[src/rtl/flash_ctrl_pkg.sv]
// Shared types and constants for the flash command sequencer.
// Assumes a 16-bit word-addressed flash with a two-step unlock prefix.
package flash_ctrl_pkg;

    localparam int ADDR_W = 16;
    localparam int DATA_W = 16;

    localparam logic [ADDR_W-1:0] UNLOCK_A1 = 16'h5555;
    localparam logic [ADDR_W-1:0] UNLOCK_A2 = 16'h2AAA;

    typedef enum logic [1:0] {
        ST_OK      = 2'd0,
        ST_TIMEOUT = 2'd1,
        ST_VERIFY  = 2'd2,
        ST_BADOP   = 2'd3
    } status_e;

    typedef enum logic [2:0] {
        SEQ_PROG,
        SEQ_MAIN,
        SEQ_CHIP,
        SEQ_LOCK,
        SEQ_ID_IN,
        SEQ_ID_OUT
    } seq_e;

    typedef enum logic [3:0] {
        S_IDLE,
        S_CMD,
        S_POLL_A,
        S_POLL_B,
        S_POLL_C,
        S_PAUSE,
        S_VFY_RD,
        S_VFY_CMP,
        S_ID_RD,
        S_ID_CAP
    } ctrl_state_e;

    typedef struct packed {
        logic [ADDR_W-1:0] addr;
        logic [DATA_W-1:0] data;
    } bus_word_t;

    function automatic logic op_is_valid(input logic [2:0] op);
        return op <= 3'd4;
    endfunction

    function automatic seq_e seq_for_op(input logic [2:0] op);
        case (op)
            3'd0:    return SEQ_PROG;
            3'd1:    return SEQ_MAIN;
            3'd2:    return SEQ_CHIP;
            3'd3:    return SEQ_LOCK;
            default: return SEQ_ID_IN;
        endcase
    endfunction

endpackage

[src/rtl/flash_cmd_seq.sv]
// Command cycle generator: maps (sequence kind, step index) to the
// address/data of one bus write, and flags the final step.
// Purely combinational; assumes step advances from 0 by one per write.
module flash_cmd_seq
    import flash_ctrl_pkg::*;
(
    input  seq_e              kind,
    input  logic [2:0]        step,
    input  logic [ADDR_W-1:0] tgt_addr,
    input  logic [DATA_W-1:0] tgt_data,
    output bus_word_t         word,
    output logic              last
);

    localparam logic [7:0] PAD = 8'h00;

    // Third command byte, which selects the operation family.
    function automatic logic [7:0] third_byte(input seq_e k);
        case (k)
            SEQ_PROG:   return 8'hA0;
            SEQ_ID_IN:  return 8'h90;
            SEQ_ID_OUT: return 8'hF0;
            default:    return 8'h80;
        endcase
    endfunction

    // Final byte of a six-write sequence.
    function automatic logic [7:0] final_byte(input seq_e k);
        case (k)
            SEQ_CHIP: return 8'h10;
            SEQ_MAIN: return 8'h30;
            default:  return 8'h40;
        endcase
    endfunction

    // Select the write for the current step.
    always_comb begin
        word.addr = UNLOCK_A1;
        word.data = {PAD, 8'hAA};
        last      = 1'b0;
        case (step)
            3'd0: begin
                word.addr = UNLOCK_A1;
                word.data = {PAD, 8'hAA};
            end
            3'd1: begin
                word.addr = UNLOCK_A2;
                word.data = {PAD, 8'h55};
            end
            3'd2: begin
                word.addr = UNLOCK_A1;
                word.data = {PAD, third_byte(kind)};
                last      = (kind == SEQ_ID_IN) || (kind == SEQ_ID_OUT);
            end
            3'd3: begin
                if (kind == SEQ_PROG) begin
                    word.addr = tgt_addr;
                    word.data = tgt_data;
                    last      = 1'b1;
                end else begin
                    word.addr = UNLOCK_A1;
                    word.data = {PAD, 8'hAA};
                end
            end
            3'd4: begin
                word.addr = UNLOCK_A2;
                word.data = {PAD, 8'h55};
            end
            default: begin
                word.addr = UNLOCK_A1;
                word.data = {PAD, final_byte(kind)};
                last      = 1'b1;
            end
        endcase
    end

endmodule

[src/rtl/flash_toggle_judge.sv]
// Toggle-bit judge: holds bit 6 of the first read of a pair, compares it
// with the second, and counts unsettled pairs against a poll budget.
// Assumes first_vld and second_vld alternate, and clear precedes each op.
module flash_toggle_judge #(
    parameter int MAX_POLLS = 1024
) (
    input  logic clk,
    input  logic rst_n,
    input  logic clear,
    input  logic first_vld,
    input  logic second_vld,
    input  logic bit_in,
    output logic settled,
    output logic expired
);

    localparam int CNT_W = $clog2(MAX_POLLS + 1);

    logic             first_q;
    logic [CNT_W-1:0] polls_q;

    assign settled = second_vld && (bit_in == first_q);
    assign expired = second_vld && !settled && (polls_q == CNT_W'(MAX_POLLS - 1));

    // Latch first sample and count pairs that still toggle.
    always_ff @(posedge clk) begin
        if (!rst_n) begin
            first_q <= 1'b0;
            polls_q <= '0;
        end else begin
            if (first_vld) first_q <= bit_in;
            if (clear) polls_q <= '0;
            else if (second_vld && !settled) polls_q <= polls_q + 1'b1;
        end
    end

endmodule

[src/rtl/flash_pause_timer.sv]
// One-shot pause timer: after start, raises expired once, CYCLES clocks on.
// Assumes start is not re-issued while running.
module flash_pause_timer #(
    parameter int CYCLES = 50_000_000
) (
    input  logic clk,
    input  logic rst_n,
    input  logic start,
    output logic expired
);

    localparam int CNT_W = $clog2(CYCLES + 1);

    logic             run_q;
    logic [CNT_W-1:0] cnt_q;

    assign expired = run_q && (cnt_q == CNT_W'(CYCLES - 1));

    // Count while running, stop at the end.
    always_ff @(posedge clk) begin
        if (!rst_n) begin
            run_q <= 1'b0;
            cnt_q <= '0;
        end else if (start) begin
            run_q <= 1'b1;
            cnt_q <= '0;
        end else if (expired) begin
            run_q <= 1'b0;
        end else if (run_q) begin
            cnt_q <= cnt_q + 1'b1;
        end
    end

endmodule

[src/rtl/flash_cmd_ctrl.sv]
// Flash command sequencer top. Takes one request at a time. It writes the
// unlock/command cycles, then polls the toggle bit, pauses, or reads the ID
// words, and ends with a one-cycle status pulse. Assumes fl_rdata is valid on
// the cycle after fl_rd, and one bus cycle per clock.
module flash_cmd_ctrl
    import flash_ctrl_pkg::*;
#(
    parameter int MAX_POLLS    = 1024,
    parameter int PAUSE_CYCLES = 50_000_000
) (
    input  logic              clk,
    input  logic              rst_n,
    input  logic              req_valid,
    output logic              req_ready,
    input  logic [2:0]        req_op,
    input  logic [ADDR_W-1:0] req_addr,
    input  logic [DATA_W-1:0] req_data,
    output logic              rsp_valid,
    output logic [1:0]        rsp_status,
    output logic [DATA_W-1:0] id_mfr,
    output logic [DATA_W-1:0] id_dev,
    output logic              id_lock,
    output logic              fl_wr,
    output logic              fl_rd,
    output logic [ADDR_W-1:0] fl_addr,
    output logic [DATA_W-1:0] fl_wdata,
    input  logic [DATA_W-1:0] fl_rdata
);

    localparam int POLL_BIT = 6;

    ctrl_state_e       state_q, state_d;
    seq_e              seq_q, seq_d;
    logic [2:0]        step_q, step_d;
    logic [1:0]        id_idx_q, id_idx_d;
    logic [ADDR_W-1:0] addr_q;
    logic [DATA_W-1:0] data_q;
    logic              rsp_valid_q;
    status_e           rsp_status_q, fin_status;
    logic [DATA_W-1:0] id_mfr_q, id_dev_q;
    logic              id_lock_q;

    logic              accept, finish, start_pause;
    logic              first_vld, second_vld;
    logic              settled, expired, pause_done;
    bus_word_t         cmd_word;
    logic              cmd_last;

    flash_cmd_seq u_seq (
        .kind     (seq_q),
        .step     (step_q),
        .tgt_addr (addr_q),
        .tgt_data (data_q),
        .word     (cmd_word),
        .last     (cmd_last)
    );

    flash_toggle_judge #(.MAX_POLLS(MAX_POLLS)) u_judge (
        .clk        (clk),
        .rst_n      (rst_n),
        .clear      (accept),
        .first_vld  (first_vld),
        .second_vld (second_vld),
        .bit_in     (fl_rdata[POLL_BIT]),
        .settled    (settled),
        .expired    (expired)
    );

    flash_pause_timer #(.CYCLES(PAUSE_CYCLES)) u_pause (
        .clk     (clk),
        .rst_n   (rst_n),
        .start   (start_pause),
        .expired (pause_done)
    );

    // Bus strobes and address/data follow the current state.
    always_comb begin
        fl_wr    = (state_q == S_CMD);
        fl_rd    = (state_q == S_POLL_A) || (state_q == S_POLL_B) ||
                   (state_q == S_VFY_RD) || (state_q == S_ID_RD);
        fl_addr  = addr_q;
        fl_wdata = '0;
        if (state_q == S_CMD) begin
            fl_addr  = cmd_word.addr;
            fl_wdata = cmd_word.data;
        end else if (state_q == S_ID_RD) begin
            fl_addr = {{(ADDR_W-2){1'b0}}, id_idx_q};
        end
    end

    // Next-state and control decode.
    always_comb begin
        state_d     = state_q;
        seq_d       = seq_q;
        step_d      = step_q;
        id_idx_d    = id_idx_q;
        accept      = 1'b0;
        finish      = 1'b0;
        fin_status  = ST_OK;
        start_pause = 1'b0;
        first_vld   = 1'b0;
        second_vld  = 1'b0;
        case (state_q)
            S_IDLE: begin
                if (req_valid && req_ready) begin
                    accept = 1'b1;
                    if (op_is_valid(req_op)) begin
                        seq_d   = seq_for_op(req_op);
                        step_d  = 3'd0;
                        state_d = S_CMD;
                    end else begin
                        finish     = 1'b1;
                        fin_status = ST_BADOP;
                    end
                end
            end
            S_CMD: begin
                if (cmd_last) begin
                    step_d = 3'd0;
                    case (seq_q)
                        SEQ_LOCK: begin
                            start_pause = 1'b1;
                            state_d     = S_PAUSE;
                        end
                        SEQ_ID_IN: begin
                            id_idx_d = 2'd0;
                            state_d  = S_ID_RD;
                        end
                        SEQ_ID_OUT: finish = 1'b1;
                        default:    state_d = S_POLL_A;
                    endcase
                end else begin
                    step_d = step_q + 3'd1;
                end
            end
            S_POLL_A: state_d = S_POLL_B;
            S_POLL_B: begin
                first_vld = 1'b1;
                state_d   = S_POLL_C;
            end
            S_POLL_C: begin
                second_vld = 1'b1;
                if (settled) begin
                    if (seq_q == SEQ_PROG) state_d = S_VFY_RD;
                    else finish = 1'b1;
                end else if (expired) begin
                    finish     = 1'b1;
                    fin_status = ST_TIMEOUT;
                end else begin
                    state_d = S_POLL_A;
                end
            end
            S_PAUSE: if (pause_done) finish = 1'b1;
            S_VFY_RD: state_d = S_VFY_CMP;
            S_VFY_CMP: begin
                finish     = 1'b1;
                fin_status = (fl_rdata == data_q) ? ST_OK : ST_VERIFY;
            end
            S_ID_RD: state_d = S_ID_CAP;
            S_ID_CAP: begin
                if (id_idx_q == 2'd2) begin
                    seq_d   = SEQ_ID_OUT;
                    step_d  = 3'd0;
                    state_d = S_CMD;
                end else begin
                    id_idx_d = id_idx_q + 2'd1;
                    state_d  = S_ID_RD;
                end
            end
            default: state_d = S_IDLE;
        endcase
        if (finish) state_d = S_IDLE;
    end

    // State, request latch, response and identification registers.
    always_ff @(posedge clk) begin
        if (!rst_n) begin
            state_q      <= S_IDLE;
            seq_q        <= SEQ_PROG;
            step_q       <= 3'd0;
            id_idx_q     <= 2'd0;
            addr_q       <= '0;
            data_q       <= '0;
            rsp_valid_q  <= 1'b0;
            rsp_status_q <= ST_OK;
            id_mfr_q     <= '0;
            id_dev_q     <= '0;
            id_lock_q    <= 1'b0;
        end else begin
            state_q     <= state_d;
            seq_q       <= seq_d;
            step_q      <= step_d;
            id_idx_q    <= id_idx_d;
            rsp_valid_q <= finish;
            if (finish) rsp_status_q <= fin_status;
            if (accept) begin
                addr_q <= req_addr;
                data_q <= req_data;
            end
            if (state_q == S_ID_CAP) begin
                case (id_idx_q)
                    2'd0:    id_mfr_q  <= fl_rdata;
                    2'd1:    id_dev_q  <= fl_rdata;
                    default: id_lock_q <= fl_rdata[0];
                endcase
            end
        end
    end

    assign req_ready  = (state_q == S_IDLE) && !rsp_valid_q;
    assign rsp_valid  = rsp_valid_q;
    assign rsp_status = rsp_status_q;
    assign id_mfr     = id_mfr_q;
    assign id_dev     = id_dev_q;
    assign id_lock    = id_lock_q;

endmodule

[config.mk]
export PLATFORM = sky130hd
export DESIGN_NAME = flash_cmd_ctrl
export DESIGN_NICKNAME = d
export VERILOG_FILES = /design/src/rtl/flash_ctrl_pkg.sv /design/src/rtl/flash_cmd_seq.sv /design/src/rtl/flash_toggle_judge.sv /design/src/rtl/flash_pause_timer.sv /design/src/rtl/flash_cmd_ctrl.sv
export SDC_FILE = /design/constraint.sdc
export NUM_CORES = 1
export LEC_CHECK = 0
export CORE_ASPECT_RATIO = 1.25
export CORE_MARGIN = 1.5
export CORE_UTILIZATION = 60
export CTS_CLUSTER_SIZE = 30
export DETAILED_ROUTE_END_ITERATION = 10
export DONT_BUFFER_PORTS = 1
export GPL_TIMING_DRIVEN = 0
export PLACE_DENSITY_LB_ADDON = 0.3
export SLEW_MARGIN = 10
export SYNTH_ARGS = -nofsm -noshare
export SYNTH_HDL_FRONTEND = slang
export SYNTH_HIERARCHICAL = 1
export SYNTH_SLANG_ARGS = --single-unit
[constraint.sdc]
create_clock -name clk -period 8.9 [get_ports clk]
set_clock_uncertainty 0.2 [all_clocks]
set_input_delay 0.445 -clock clk [delete_from_list [all_inputs] [get_ports clk]]
set_output_delay 0.445 -clock clk [all_outputs]
set_load 0.01 [all_outputs]
==> metrics.csv <==
stage;metric;value;unit
cts;cts_buffer_depth;2;
setup_path;arrival;2.78;ns
yosys;synth-seq-cells;119;
sta;worst_slew_pin_slew;1.031;ns
yosys;synth_edf_count;0;
outcome;outcome;complete, no violations;
yosys;yosysSeqAreaShare;37.94;%
route;dr.first_iter.drc_count;491;
finish;area.growth.synth_to_final;20.01;%
setup_path;crit_path_start_kind;flop;
yosys;yosysMostFrequentCell;nand2_1;
route;wl_per_cell;18.75;µm
cts;clock_latency;0.41;ns
yosys;synth_top_cell_by_area;dfxtp_1;
yosys;yosys_warnings;6;
sta;period_needed;3.430;ns
sta;rsz0062_at_grt;false;
floorplanning;die_w;94.50;µm
cts;cts_tree;yes;
setup_path;r2r_slack;5.64;ns
route;top_layer;met4;
sta;tns;0;ns
sta;final-setup-viol-count;0;
finish;drive_gt1_share;9.778;%
hold_path;hp-class;primary input to flop;
setup_path;end_kind;output pin;
cts;cts_buffers;17;
setup_path;max_stage_delay;0.93;ns
sta;finalMaxSlewViolations;0;
yosys;synth_top_area_share;37.94;%
cts;clkSinkCount;119;
finish;num_antenna_cells;0;
cts;clk_pin_slew_worst_paths;0.05;ns
route;wirelength;19300;µm
setup_path;crit_chain;clkbuf_1 -> nor4b_2 -> mux2i_1 -> o21ai_0;
setup_path;worstPathRequired;8.26;ns
floorplanning;start_util;61.81;%
route;vias_per_cell;6.178;
placed_design;gp_congestion;0.9449;
grt;grt_overflow;0;
yosys;yosys.cell_types.count;75;
grt;grt_max_degree;17;
route;drc_errors;0;
sta;fmax;291.6;MHz
cts;htreeDepth;4;
yosys;synth_top_flop_cell;dfxtp_1;
route;vias;6357;
setup_path;crit_type;flop to output pin;
sta;worst_slew_margin_rel;31.08;%
floorplanning;io_pins;125;
grt;grt.total_usage;35.26;%
sta;finalCritPeriodShare;38.54;%
floorplanning;fp-row-count;41;
grt;grt_pass1_wl;30540;µm
cts;cts_root_buf;clkbuf_16;
cts;cts.repair.resized;0;
grt;antenna_found_initial;0;
setup_path;cp_slowest_cell;nor4b_2;
yosys;netlist_top_cells_area;dfxtp_1 38%, nand2_1 12%, a21oi_1 8.3%;
route;dr.pass1.iters;5;
grt;grt_pass1_vias;6313;
finish;fin_nets;948;
job;max_cap_viol_count;0;
floorplanning;die_area;11090;µm²
sta;finalHoldViolCount;0;
yosys;syn_area_per_cell;7.647;µm²
route;met2RoutedLength;9679;µm
yosys;async_reset_ff_share;0;%
pwr;leakage;0.002672;µW
yosys;synth_common_cells;205 x nand2_1, 119 x dfxtp_1, 104 x a21oi_1, 62 x nor2_1;
pwr;power_density;197.7;nW/µm²
setup_path;critPathMaxFanout;10;
pwr;ir_drop;141.8;µV
floorplanning;die_y;117.4;µm
floorplanning;core;10160;µm²
pwr;total_power;1489;µW
placed_design;dp_hpwl;12650;µm
cts;hold_buffers;48;
route;antenna_left;0;
route;met1Wirelength;7087;µm
route;route.met3.wl;1530;µm
finish;fillers;744;
yosys;synth.cell_area;6279;µm²
cts;postCtsSetupBuffers;0;
yosys;syn_nets;881;
yosys;syn_inst;821;
placed_design;portBuffers;0;
[worst max-delay path, delay by kind of cell (launching register included)]
family | cells | cell delay, ns
AOI/OAI and AO/OA | 1 | 0.62
DFF | 1 | 0.38
and+or+nand+nor | 1 | 0.93
buffers and inverters | 1 | 0.27
muxes | 1 | 0.17
[metal layers]
layer / track usage, % / vias up
met5: 0 / -
met4: 21.18 / 0
met3: 9.792 / 93
met2: 60.34 / 354
met1: 37.63 / 2962
li1: - / 2948
[per-stage QoR]
stage                     hold slack (ns)  utilization, %  area (µm²)  setup slack, ns  std cells
after floorplan                    0.2450               -        6279            5.945        821
after global placement             0.2551           63.40        6440            5.424        950
after detailed placement           0.2603           63.40        6440            5.309        950
after CTS                         0.02129           74.12        7528            5.220       1029
after global routing              0.01788           74.18        7535            5.361       1029
final                             0.01316           74.18        7535            5.470       1029
[logic make-up (layout without fill, tap and decap cells)]
logic type / count (synthesis) / after routing / synth area share, %
muxes: 9 / 9 / 1.455
adders and majority gates: 6 / 6 / 1.196
AOI/OAI and AO/OA: 169 / 169 / 15.94
buffers and inverters: 58 / 137 / 4.803
and+or+nand+nor: 422 / 422 / 33.36
xor gates and xnor gates: 38 / 38 / 5.301
DFF: 119 / 119 / 37.94
[registers in the layout, indices dropped and copies added, names as in the netlist]
name,cells
id_lock,1
state_q,4
id_idx_q,2
u_judge/first_q,1
rsp_status,2
addr_q,16
u_pause/run_q,1
u_pause/cnt_q,26
step_q,3
id_dev,16
id_mfr,16
data_q,16
seq_q,3
u_judge/polls_q,11
rsp_valid,1
[power by group]
group | internal, µW | switching [µW]
clock | 466 | 238
combinational | 80.3 | 131
sequential | 552 | 21.7
[final cells by class]
cell class              instances  area [µm²]  area share (%)
flip-flops and latches        119        2382           31.62
inverters                      13       53.80          0.7140
multi-input cells             644        3601           47.79
repair buffers                 48       480.5           6.377
plain buffers                  45       247.7           3.288
well taps                     129       161.4           2.142
clock inverters                 8       120.1           1.594
clock buffers                  23       488.0           6.476
[worst paths after layout]
path / start / endpoint / cells after the start
max: state_q[0]$_SDFFE_PP0P_ / fl_addr[0] / 4
min: req_data[14] / data_q[14]$_SDFFE_PN0P_ / 2
min reg2reg: addr_q[9]$_SDFFE_PN0P_ / addr_q[9]$_SDFFE_PN0P_ / 2
max reg2reg: state_q[0]$_SDFFE_PP0P_ / u_pause/cnt_q[11]$_SDFFE_PP0P_ / 9
[cells in the final DEF, fill, tap and decap left out, types with 4 or more instances in the layout]
| cell type | Yosys | layout |
|---|---|---|
| nor4b_2 | 4 | 5 |
| clkbuf_16 | 0 | 17 |
| a21oi_1 | 104 | 104 |
| o21ai_1 | 6 | 6 |
| dlygate4sd3_1 | 0 | 48 |
| clkbuf_1 | 26 | 28 |
| nor3_1 | 14 | 14 |
| nand4_1 | 17 | 17 |
| xor2_1 | 6 | 6 |
| nor4_1 | 9 | 9 |
| nand2_1 | 205 | 205 |
| xnor2_1 | 32 | 32 |
| nand3_1 | 12 | 12 |
| ha_1 | 6 | 6 |
| o21ai_0 | 23 | 23 |
| a211oi_1 | 5 | 5 |
| buf_2 | 6 | 6 |
| or3_1 | 13 | 13 |
| mux2i_1 | 8 | 8 |
| dfxtp_1 | 119 | 119 |
| nor2_1 | 62 | 62 |
| or2_2 | 5 | 5 |
| clkbuf_8 | 0 | 4 |
| nor2b_1 | 7 | 7 |
| inv_1 | 9 | 9 |
| and2_1 | 32 | 32 |
| buf_6 | 9 | 9 |
| nand2b_1 | 6 | 6 |
| o21a_1 | 4 | 4 |
Note: power is estimated with default switching activity, not from simulation.
